**config.mk**
```make
export PLATFORM = sky130hd
export DESIGN_NAME = dma_addr_unit
export DESIGN_NICKNAME = d
export VERILOG_FILES = /design/src/rtl/dmaau_pkg.sv /design/src/rtl/dmaau_mar.sv /design/src/rtl/dmaau_ioar.sv /design/src/rtl/dmaau_route.sv /design/src/rtl/dma_addr_unit.sv
export SDC_FILE = /design/constraint.sdc
export NUM_CORES = 1
export LEC_CHECK = 0
export BUFFER_PORTS_ARGS = -buffer_cell sky130_fd_sc_hd__buf_4
export CORE_MARGIN = 3
export CORE_UTILIZATION = 53
export DETAILED_ROUTE_END_ITERATION = 7
export PLACE_DENSITY = 0.79
export SETUP_SLACK_MARGIN = 0.1
export SYNTH_ARGS = -nofsm -noshare
export SYNTH_HDL_FRONTEND = slang
export SYNTH_SLANG_ARGS = --single-unit
```
**constraint.sdc**
```tcl
create_clock -name clk -period 6.46 [get_ports clk]
set_input_delay 1.938 -clock clk [delete_from_list [all_inputs] [get_ports clk]]
set_output_delay 1.938 -clock clk [all_outputs]
set_load 0.02 [all_outputs]
```
**src/rtl/dmaau_pkg.sv**
```systemverilog
package dmaau_pkg;
  localparam int unsigned SRC_W = 3;
  // Activation codes for which memory is the write side
  localparam logic [SRC_W-1:0] SRC_SER_RX  = 3'd0;
  localparam logic [SRC_W-1:0] SRC_ADC_END = 3'd1;

  function automatic logic mem_dst_code(input logic [SRC_W-1:0] code);
    return (code == SRC_SER_RX) || (code == SRC_ADC_END);
  endfunction
endpackage

```
**src/rtl/dmaau_mar.sv**
```systemverilog
module dmaau_mar #(
  parameter int unsigned DATA_W    = 8,
  parameter int unsigned MEM_LANES = 4,
  parameter int unsigned BUS_AW    = 24,
  localparam int unsigned LANE_W    = $clog2(MEM_LANES),
  localparam int unsigned RSV_LANES = MEM_LANES - BUS_AW / DATA_W
) (
  input  logic              clk,
  input  logic              rst_n,
  input  logic              wr_en,
  input  logic [LANE_W-1:0] wr_lane,
  input  logic [DATA_W-1:0] wr_data,
  input  logic              step_req,
  input  logic              step_word,
  input  logic              step_down,
  output logic [BUS_AW-1:0] addr_o
);
  logic [BUS_AW-1:0]    addr_q, addr_d, stepped, amt;
  logic [MEM_LANES-1:0] lane_hit;
  logic                 any_hit, do_step, load_en;

  for (genvar g = 0; g < MEM_LANES; g++) begin : g_lane
    if (g < RSV_LANES) begin : g_rsv
      assign lane_hit[g] = 1'b0;
    end else begin : g_data
      assign lane_hit[g] = wr_en && (wr_lane == LANE_W'(g));
    end
  end

  assign any_hit = |lane_hit;
  assign do_step = step_req && !any_hit;
  assign load_en = do_step || any_hit;

  always_comb begin
    amt     = step_word ? BUS_AW'(2) : BUS_AW'(1);
    stepped = step_down ? addr_q - amt : addr_q + amt;
  end

  always_comb begin
    addr_d = addr_q;
    if (do_step) addr_d = stepped;
    for (int l = RSV_LANES; l < MEM_LANES; l++) begin
      if (lane_hit[l]) addr_d[(MEM_LANES-1-l)*DATA_W +: DATA_W] = wr_data;
    end
  end

  // The register is deliberately left without reset; software loads it
  always_ff @(posedge clk) begin
    if (load_en) addr_q <= addr_d;
  end

  assign addr_o = addr_q;

  assert_step_up_R5: assert property (@(posedge clk) disable iff (!rst_n)
    (step_req && !wr_en && !step_word && !step_down) |=> addr_o == $past(addr_o) + BUS_AW'(1));
  assert_step_dn_word_R6: assert property (@(posedge clk) disable iff (!rst_n)
    (step_req && !wr_en && step_word && step_down) |=> addr_o == $past(addr_o) - BUS_AW'(2));
  assert_hold_R9: assert property (@(posedge clk) disable iff (!rst_n)
    (!step_req && !wr_en) |=> $stable(addr_o));
  assert_cpu_wins_R8: assert property (@(posedge clk) disable iff (!rst_n)
    (step_req && wr_en && wr_lane == LANE_W'(MEM_LANES-1)) |=>
      (addr_o[DATA_W-1:0] == $past(wr_data)) &&
      (addr_o[BUS_AW-1:DATA_W] == $past(addr_o[BUS_AW-1:DATA_W])));
endmodule

```
**src/rtl/dmaau_ioar.sv**
```systemverilog
module dmaau_ioar #(
  parameter int unsigned DATA_W = 8
) (
  input  logic              clk,
  input  logic              rst_n,
  input  logic              wr_en,
  input  logic [DATA_W-1:0] wr_data,
  output logic [DATA_W-1:0] io_o
);
  logic [DATA_W-1:0] io_q, io_d;

  always_comb io_d = wr_data;

  // No reset by intent: software loads the offset before use
  always_ff @(posedge clk) begin
    if (wr_en) io_q <= io_d;
  end

  assign io_o = io_q;

  assert_io_load_R2: assert property (@(posedge clk) disable iff (!rst_n)
    wr_en |=> io_o == $past(wr_data));
  assert_io_hold_R10: assert property (@(posedge clk) disable iff (!rst_n)
    !wr_en |=> $stable(io_o));
endmodule

```
**src/rtl/dmaau_route.sv**
```systemverilog
module dmaau_route
  import dmaau_pkg::*;
#(
  parameter int unsigned DATA_W = 8,
  parameter int unsigned BUS_AW = 24
) (
  input  logic              clk,
  input  logic              rst_n,
  input  logic [SRC_W-1:0]  act_src,
  input  logic [BUS_AW-1:0] mem_addr,
  input  logic [DATA_W-1:0] io_low,
  output logic [BUS_AW-1:0] rd_addr,
  output logic [BUS_AW-1:0] wr_addr,
  output logic              mem_is_dst
);
  localparam int unsigned PAGE_W = BUS_AW - DATA_W;
  logic [BUS_AW-1:0] io_full;

  always_comb begin
    io_full    = {{PAGE_W{1'b1}}, io_low};
    mem_is_dst = mem_dst_code(act_src);
    if (mem_is_dst) begin
      rd_addr = io_full;
      wr_addr = mem_addr;
    end else begin
      rd_addr = mem_addr;
      wr_addr = io_full;
    end
  end

  assert_mem_dst_R3: assert property (@(posedge clk) disable iff (!rst_n)
    (act_src == 3'd0 || act_src == 3'd1) |->
      (wr_addr == mem_addr) && (rd_addr[BUS_AW-1:DATA_W] == {PAGE_W{1'b1}}) && mem_is_dst);
  assert_mem_src_R4: assert property (@(posedge clk) disable iff (!rst_n)
    (act_src > 3'd1) |->
      (rd_addr == mem_addr) && (wr_addr[BUS_AW-1:DATA_W] == {PAGE_W{1'b1}}) && !mem_is_dst);
endmodule

```
**src/rtl/dma_addr_unit.sv**
```systemverilog
module dma_addr_unit
  import dmaau_pkg::*;
#(
  parameter int unsigned DATA_W    = 8,
  parameter int unsigned MEM_LANES = 4,
  parameter int unsigned BUS_AW    = 24,
  localparam int unsigned LANE_W    = $clog2(MEM_LANES),
  localparam int unsigned RSV_LANES = MEM_LANES - BUS_AW / DATA_W
) (
  input  logic              clk,
  input  logic              rst_n,
  input  logic              cpu_wr,
  input  logic              cpu_sel_io,
  input  logic [LANE_W-1:0] cpu_lane,
  input  logic [DATA_W-1:0] cpu_wdata,
  output logic [DATA_W-1:0] cpu_rdata,
  input  logic [SRC_W-1:0]  act_src,
  input  logic              xfer_word,
  input  logic              xfer_down,
  input  logic              wr_done,
  output logic [BUS_AW-1:0] rd_addr,
  output logic [BUS_AW-1:0] wr_addr,
  output logic              mem_is_dst
);
  logic [BUS_AW-1:0] mem_addr;
  logic [DATA_W-1:0] io_low;

  dmaau_mar #(.DATA_W(DATA_W), .MEM_LANES(MEM_LANES), .BUS_AW(BUS_AW)) i_mar (
    .clk(clk), .rst_n(rst_n),
    .wr_en(cpu_wr && !cpu_sel_io), .wr_lane(cpu_lane), .wr_data(cpu_wdata),
    .step_req(wr_done), .step_word(xfer_word), .step_down(xfer_down),
    .addr_o(mem_addr)
  );

  dmaau_ioar #(.DATA_W(DATA_W)) i_ioar (
    .clk(clk), .rst_n(rst_n),
    .wr_en(cpu_wr && cpu_sel_io), .wr_data(cpu_wdata), .io_o(io_low)
  );

  dmaau_route #(.DATA_W(DATA_W), .BUS_AW(BUS_AW)) i_route (
    .clk(clk), .rst_n(rst_n), .act_src(act_src),
    .mem_addr(mem_addr), .io_low(io_low),
    .rd_addr(rd_addr), .wr_addr(wr_addr), .mem_is_dst(mem_is_dst)
  );

  always_comb begin
    cpu_rdata = '1;
    if (cpu_sel_io) begin
      cpu_rdata = io_low;
    end else begin
      for (int l = RSV_LANES; l < MEM_LANES; l++) begin
        if (cpu_lane == LANE_W'(l)) cpu_rdata = mem_addr[(MEM_LANES-1-l)*DATA_W +: DATA_W];
      end
    end
  end

  assert_rsv_reads_ones_R1: assert property (@(posedge clk) disable iff (!rst_n)
    (!cpu_sel_io && cpu_lane == '0) |-> cpu_rdata == '1);
endmodule

```
Yosys cells after proc, flatten, opt, wreduce, memory -nomap -nowiden
Cells that the tools add are included.
{"block": "classes", "mux": 12, "order_cmp": 0, "eq_ne": 4, "mul": 0, "n_div": 0, "n_shift": 0, "reduce_logical": 18, "addsub": 2, "n_bitwise": 0}
{"op": "24-bit two-way mux", "count": 4}
{"op": "8-bit two-way mux", "count": 7}
{"op": "24-bit adder", "count": 1}
{"op": "24-bit subtractor", "count": 1}
{"op": "1-bit logical AND", "count": 6}
{"op": "2-bit AND reduction", "count": 3}
{"op": "2-bit nonzero test", "count": 3}
{"op": "2-bit == test, second input constant", "count": 2}
{"op": "3-bit by 1-bit == test with 1-bit output, second input constant", "count": 1}
{"op": "3-bit logical NOT", "count": 1}
{"op": "3-bit OR reduction", "count": 1}
{"op": "2-bit by 1-bit == test with 1-bit output, second input constant", "count": 1}
{"op": "1-bit logical NOT", "count": 2}
{"op": "1-bit logical OR", "count": 2}
{"op": "2-bit two-way mux", "count": 1}
{"block": "totals", "romBits": 0, "ramBits": 0, "register_bits": 32, "latch_bits": 0, "output_inout_bits": 57, "n_memories": 0}

Logic depth before layout (Yosys ltp)
Gate-level depths: netlist of the first run.
{"block": "logic_depth", "word_depth": 8, "mapped_depth": 11, "ltp_nobuf": 11}

Modules after synthesis
From an unflattened synthesis of the first run, not the netlist that was laid out.
{"block": "hier_totals", "cells_unflattened": 378, "hier_area_um2": 3538.4}
{"mod": "dmaau_mar", "instances": 1, "seq_area_each_um2": 720.7, "cells_each": 275, "area_per_inst_um2": 2361.0}
{"mod": "dmaau_route", "instances": 1, "seq_area_each_um2": 0.0, "cells_each": 54, "area_per_inst_um2": 491.7}
{"mod": "dma_addr_unit", "instances": 1, "seq_area_each_um2": 0.0, "cells_each": 41, "area_per_inst_um2": 445.4}
{"mod": "dmaau_ioar", "instances": 1, "seq_area_each_um2": 240.2, "cells_each": 8, "area_per_inst_um2": 240.2}

Worst setup path before layout of the first run
Ideal clock, no wire load.
{"block": "synth_timing", "kind": "input -> output", "start": "in cpu_lane[0]", "end": "out cpu_rdata[2]", "n_path_buf": 2, "path_slack_ps": 1326, "t_arrival_ps": 3196, "path_stages": 6, "cell_sequence": "buf_2 -> clkbuf_1 -> mux2i_1 -> nand2_1 -> o21ai_0 -> o21ai_0"}
{"block": "synth_via", "elab_chain_cells": 5, "elab_cells_between_ends": 7, "cone_classes": "eq/ne (3); mux (4)"}
{"item": "start, declared", "line_no": "dma_addr_unit.sv:14", "source": "input logic [LANE_W-1:0] cpu_lane,"}
{"item": "2-bit by 1-bit == test with 1-bit output", "line_no": "dma_addr_unit.sv:52", "source": "if (cpu_lane == LANE_W'(l)) cpu_rdata = mem_addr[(MEM_LANES-1-l)*DATA_W +: DATA_W];"}
{"item": "8-bit two-way mux (2 in a row)", "line_no": "dma_addr_unit.sv:52"}
{"item": "8-bit two-way mux (*)", "line_no": "dma_addr_unit.sv:52"}
{"item": "8-bit two-way mux (*)", "line_no": "dma_addr_unit.sv:48", "source": "if (cpu_sel_io) begin"}
{"item": "end, declared", "line_no": "dma_addr_unit.sv:16", "source": "output logic [DATA_W-1:0] cpu_rdata,"}
Every way passes the cells marked *; elsewhere a longest branch is shown, timed or not.

Worst setup path after layout of the first run
{"block": "layout_timing", "start": "in act_src[2]", "end": "out rd_addr[5]"}
{"block": "layout_via", "elab_chain_cells": 3, "elab_cells_between_ends": 4, "cone_classes": "eq/ne (1); mux (1); reduce/logical (2)"}
{"item": "start, declared", "line_no": "dma_addr_unit.sv:17", "source": "input logic [SRC_W-1:0] act_src,"}
{"item": "3-bit by 1-bit == test with 1-bit output or 3-bit logical NOT (tied branches)", "line_no": "dmaau_pkg.sv:8", "source": "return (code == SRC_SER_RX) || (code == SRC_ADC_END);"}
{"item": "1-bit logical OR (*)", "line_no": "dmaau_pkg.sv:8"}
{"item": "24-bit two-way mux (*)", "line_no": "dmaau_route.sv:22", "source": "if (mem_is_dst) begin"}
{"item": "end, declared", "line_no": "dma_addr_unit.sv:21", "source": "output logic [BUS_AW-1:0] rd_addr,"}
Marks and branches as above.

==> results of run 1 <==
-- per-layer routing --
metal  vias to the layer above  wire length (um)  track usage [%]
met5                         -                 0                0
met4                         0               209             8.32
met3                        16               706             5.16
met2                       141              4410             43.4
met1                      1414              3990             35.2
li1                       1472                 -                -
-- state kept, by name (all words and copies together) (netlist names) --
register / cells
i_mar.addr_o: 24
i_ioar.io_o: 8
-- worst min-delay path by stage --
stage / end / slack [ns] / cells after the start
finish: i_mar.addr_o[0] / 0.86 / 3
global route: i_mar.addr_o[0] / 0.91 / 3
CTS: i_mar.addr_o[0] / 0.85 / 3
detailed placement: i_mar.addr_o[0] / 0.84 / 3
global placement: i_mar.addr_o[0] / 0.82 / 3
floorplan: i_mar.addr_o[1] / 0.77 / 3
-- cell families after synthesis --
family / after synthesis
and+or+nand+nor: 133
AOI/OAI and AO/OA: 108
DFF: 32
muxes: 25
buffers and inverters: 24
adders and majority gates: 24
xor gates and xnor gates: 21
-- power by group --
| group | switching, mW | internal (mW) | leakage (nW) |
|---|---|---|---|
| registers | 0.113 | 0.354 | 0.309 |
| clock network | 0.0815 | 0.0750 | 0.0479 |
| logic | 0.622 | 0.493 | 1.20 |
-- cells in the final DEF (no fill, tap or decap), types with 4 or more instances in the layout --
| cell | netlist | layout |
|---|---|---|
| buf_4 | 0 | 75 |
| ha_1 | 23 | 23 |
| xnor2_1 | 12 | 12 |
| a31oi_1 | 4 | 4 |
| a21o_1 | 5 | 5 |
| nor2_1 | 22 | 21 |
| mux2i_1 | 8 | 8 |
| xor2_1 | 9 | 9 |
| o21a_1 | 4 | 4 |
| nand4_1 | 5 | 5 |
| edfxtp_1 | 32 | 32 |
| nand2b_1 | 4 | 4 |
| or2_2 | 16 | 16 |
| o21ai_0 | 35 | 35 |
| a21oi_1 | 26 | 26 |
| or3_1 | 16 | 16 |
| o31ai_1 | 5 | 5 |
| mux2_2 | 17 | 17 |
| clkbuf_8 | 0 | 5 |
| nand2_1 | 55 | 55 |
| inv_1 | 4 | 4 |
| o21ai_1 | 10 | 10 |
-- metrics by stage --
| step | total power, mW | utilization, % | worst slack [ns] |
|---|---|---|---|
| after global placement | 1.55 | 66.4 | 1.48 |
| after CTS | 1.72 | 67.9 | 1.45 |
| after floorplan | 1.23 | - | 1.33 |
| after global routing | 1.86 | 67.9 | 1.38 |
| final | 1.74 | 67.9 | 1.45 |
| after detailed placement | 1.57 | 66.4 | 1.45 |
-- critical path: stages --
cell    delay (ns)
buf_4         0.16
nor2_2        0.11
buf_4         0.32
mux2_2        0.38
buf_4         0.16
-- area by class of cell --
type / instances / area (um^2) / area share, %
clock buffer: 5 / 68.8 / 1.80
clock inverter: 3 / 18.8 / 0.490
inverter: 4 / 15.0 / 0.392
multi-input combinational: 311 / 2110 / 55.2
sequential: 32 / 961 / 25.1
tap: 72 / 90.1 / 2.35
timing repair buffer: 75 / 563 / 14.7
==> results.cfg, run 1 <==
[clock_tree]
ctsResizeCount = 0
clk_latency_ns = 0.29
cts_max_path_buffers = 2
cts_tree = built
cts_setup_buffers = 0
clkSinkCount = 32
cts_hold_buf = 0
h-tree-depth = 2
clk_pin_slew_ns = 0.08
root_buffer = clkbuf_8
cts_inserted_buffers = 5

[critical_path]
crit_arrival_ns = 3.08
startpoint = act_src[2]
worstSetupStartpointType = input port
reg2reg_depth = 11
crit_fanout = 34
crit_type = input port to output pin
crit_required_ns = 4.52
cp-endpoint = rd_addr[5]
r2r_slack_ns = 3.51
r2r-end = i_mar.addr_o[22]
r2r_start = i_mar.addr_o[0]
endpoint_kind = output pin

[worst_hold_path]
hold_path_class = flop to flop
min_from = i_mar.addr_o[0]

[synthesis]
synth_fp_nets = 411
yosys-top-cells-area = edfxtp_1 30%, ha_1 9.1%, nand2_1 6.5%
synth_top_area_share_pct = 30.3
ys.flop_type = edfxtp_1
ys_warn_count = 0
synth_enable_flop_cells = 32
synth_seq_cells = 32
synthesis.area_um2 = 3170
synthSimpleGateAreaFrac_pct = 20.3
yosys.area_share.adder_pct = 9.72
async_flop_share_pct = 0
synth_most_common_cell = nand2_1
synth_mux_area_share_pct = 8.57
synth_compound_area_share_pct = 22.3
postSynthAreaPerCell_um2 = 8.63
ys_seq_area_share_pct = 30.3
synth_xor_area_share_pct = 5.81
synth.distinct_cells = 49
synthCells = 367
synth_commonest_cells = 55 x nand2_1, 35 x o21ai_0, 32 x edfxtp_1
synth_top_family_by_area = compound AO/OA/AOI/OAI gates
yosysTopAreaCell = edfxtp_1

[finish]
final_cells = 502
stdcell_area_um2 = 3830
syn_to_final_growth_pct = 21.0
layout.nets = 473
diodes = 0
fillers = 471
drive_gt1_share_pct = 30.0

[placed_design]
place_hpwl_um = 7060
port_buffers = 74
place_area_um2 = 3740
place_inst = 494
place_congestion = 0.934

[routing]
wirelength_um = 9320
antenna_left = 0
drc = 0
wl_per_cell_um = 18.6
dr.pass1.iters = 5
drtIter0Drc = 217
viasPerCell = 6.06
vias = 3043

[global_routing]
grt_pass1_wl_um = 14600
grt_pass1_vias = 2775
grt_antenna_before_repair = 0
track_usage_pct = 26.5
grt.overflow.total = 0
grt_max_degree = 35

[die]
ios = 77
dieArea_um2 = 6940
rows = 27
die_w_um = 83.3
floorplan.core_area_um2 = 5640
initial_utilization_pct = 56.1
die_h_um = 83.3

[status]
status = finished clean

[sta]
finalHoldViolCount = 0
fin_hold_ws_ns = 0.859
fin_crit_sh_pct = 77.6
relSlewSlack_pct = 29.6
skew_ns = 0.00843
worst_slew_pin_slew_ns = 1.05
rsz0062_at_grt = false
setup-violations-final = 0
fmax_mhz = 199
setup_tns_ns = 0
final_max_slew_viol_count = 0
layout_min_cycle_time_ns = 5.01

[pwr]
p_leak_nw = 1.56
vdd_drop_max_v = 0.000224
power_per_cell_area_nw_per_um2 = 454

[job]
drv_cap = 0
Note: power is estimated with default switching activity, not from simulation.
==> run 2, diff against run 1 <==
Clock period 6.46 ns to 5.11 ns, I/O delays scaled along.
==> run 2 against run 1 <==
Power is 25% higher. Via count is 0.99% lower. Non-clock buffer count is 1 higher. Clock power is 18% higher. Clock skew is 0.0020 ns lower. Sequential power is 27% higher. Global-route usage is 0.41 points higher. Critical endpoint is now rd_addr[7].
==> results.cfg, run 2 (same netlist as run 1, synthesis figures left out) <==
[die]
rows = 27
dieArea_um2 = 6940
floorplan.core_area_um2 = 5640
ios = 77
die_w_um = 83.3
initial_utilization_pct = 56.1
die_h_um = 83.3

[pwr]
seqPwrFrac_pct = 27.2
p_sw_mw = 1.01
swShare_pct = 46.6
p_clk_share_pct = 8.5
p_comb_share_pct = 64.2
vdd_drop_max_v = 0.000279
p_int_mw = 1.16
p_leak_nw = 1.56
power_per_cell_area_nw_per_um2 = 568

[routing]
wirelength_um = 9270
dr.pass1.iters = 5
viasPerCell = 5.99
antenna_left = 0
drtIter0Drc = 238
drc = 0
wl_per_cell_um = 18.4
vias = 3013

[global_routing]
grt_antenna_before_repair = 0
grt_pass1_vias = 2855
track_usage_pct = 26.9
grt_pass1_wl_um = 14900
grt.overflow.total = 0
grt_max_degree = 24

[placed_design]
place_area_um2 = 3750
place_hpwl_um = 7160
place_congestion = 0.942
port_buffers = 74
place_inst = 495

[critical_path]
slowest_delay_ns = 0.37
path_cells = buf_4 -> nor2_2 -> buf_4 -> mux2_2 -> buf_4
worstSetupStartpointType = input port
crit_arrival_ns = 2.74
crit_type = input port to output pin
crit_required_ns = 3.58
path_common_cell = buf_4
endpoint_kind = output pin
crit_fanout = 21
crit_slowest_cell = mux2_2

[sta]
final_max_slew_viol_count = 0
fmax_mhz = 234
setup-violations-final = 0
rsz0062_at_grt = false
layout_min_cycle_time_ns = 4.28
worst_slew_pin_slew_ns = 1.03
fin_crit_sh_pct = 83.7
finalHoldViolCount = 0
setup_tns_ns = 0
fin_hold_ws_ns = 0.852
relSlewSlack_pct = 31.2
skew_ns = 0.00644

[job]
drv_cap = 0

[finish]
largest_reg_flops = 24
final_cells = 503
drive_gt1_share_pct = 29.9
diodes = 0
layout_commonest_cell = buf_4
stdcell_area_um2 = 3830
layout.nets = 474
final_cell_mix = 76 x buf_4, 55 x nand2_1, 35 x o21ai_0, 32 x edfxtp_1, 26 x a21oi_1
syn_to_final_growth_pct = 21.1

[clock_tree]
cts_setup_buffers = 0
clkSinkCount = 32
cts_max_path_buffers = 2
root_buffer = clkbuf_8
clk_latency_ns = 0.29
cts_tree = built
h-tree-depth = 2
cts_inserted_buffers = 5
clk_pin_slew_ns = 0.07
cts_hold_buf = 0
ctsResizeCount = 0

[worst_hold_path]
hold_path_class = flop to flop

[status]
status = finished clean
==> run 2: cell types whose count changed in the layout (fill, tap and decap cells not counted) <==
cell	delta
clkinv_4	-1
clkinv_1	+1
buf_4	+1
==> run 2: path summary, 6_finish.rpt <==
check / from / end / slack [ns] / cells after the start
max reg2reg: i_mar.addr_o[0] / i_mar.addr_o[22] / 2.24 / 11
min reg2reg: i_mar.addr_o[0] / i_mar.addr_o[0] / 0.85 / 3
min: i_mar.addr_o[0] / i_mar.addr_o[0] / 0.85 / 3
max: act_src[2] / rd_addr[7] / 0.83 / 5
==> run 2: power groups by stage <==
stage,clock network (mW),logic (mW),registers [mW]
global placement,0,1.37,0.590
detailed placement,0,1.38,0.591
CTS,0.186,1.39,0.585
floorplan,0,1.04,0.507
finish,0.185,1.40,0.593
global route,0.201,1.53,0.600
==> run 2: cell type report <==
type,count,area (um^2)
fillers,495,1810
inverters,4,15.0
flip-flops and latches,32,961
repair buffers,76,571
clock buffers,5,68.8
clock inverters,3,13.8
multi-input cells,311,2110
well taps,72,90.1
==> run 2: layer usage <==
layer	track usage, %	wire length, um	up-vias
li1	-	-	1473
met1	34.7	3900	1390
met2	45.6	4420	130
met3	4.86	699	20
met4	8.17	254	0
met5	0	0	-
==> run 2: through the flow <==
step | util [%] | setup slack (ns) | power, mW
6_report | 68.0 | 0.835 | 2.18
5_1_grt | 68.0 | 0.746 | 2.34
4_1_cts | 68.0 | 0.854 | 2.16
3_5_place_dp | 66.5 | 0.863 | 1.98
3_3_place_gp | 66.5 | 0.864 | 1.96
2_1_floorplan | - | 0.786 | 1.55
==> run 2: critical path: cells and delay by family <==
kind	cells	cell delay, ns
AND/OR/NAND/NOR	1	0.23
multiplexers	1	0.37
buffers and inverters	3	0.61
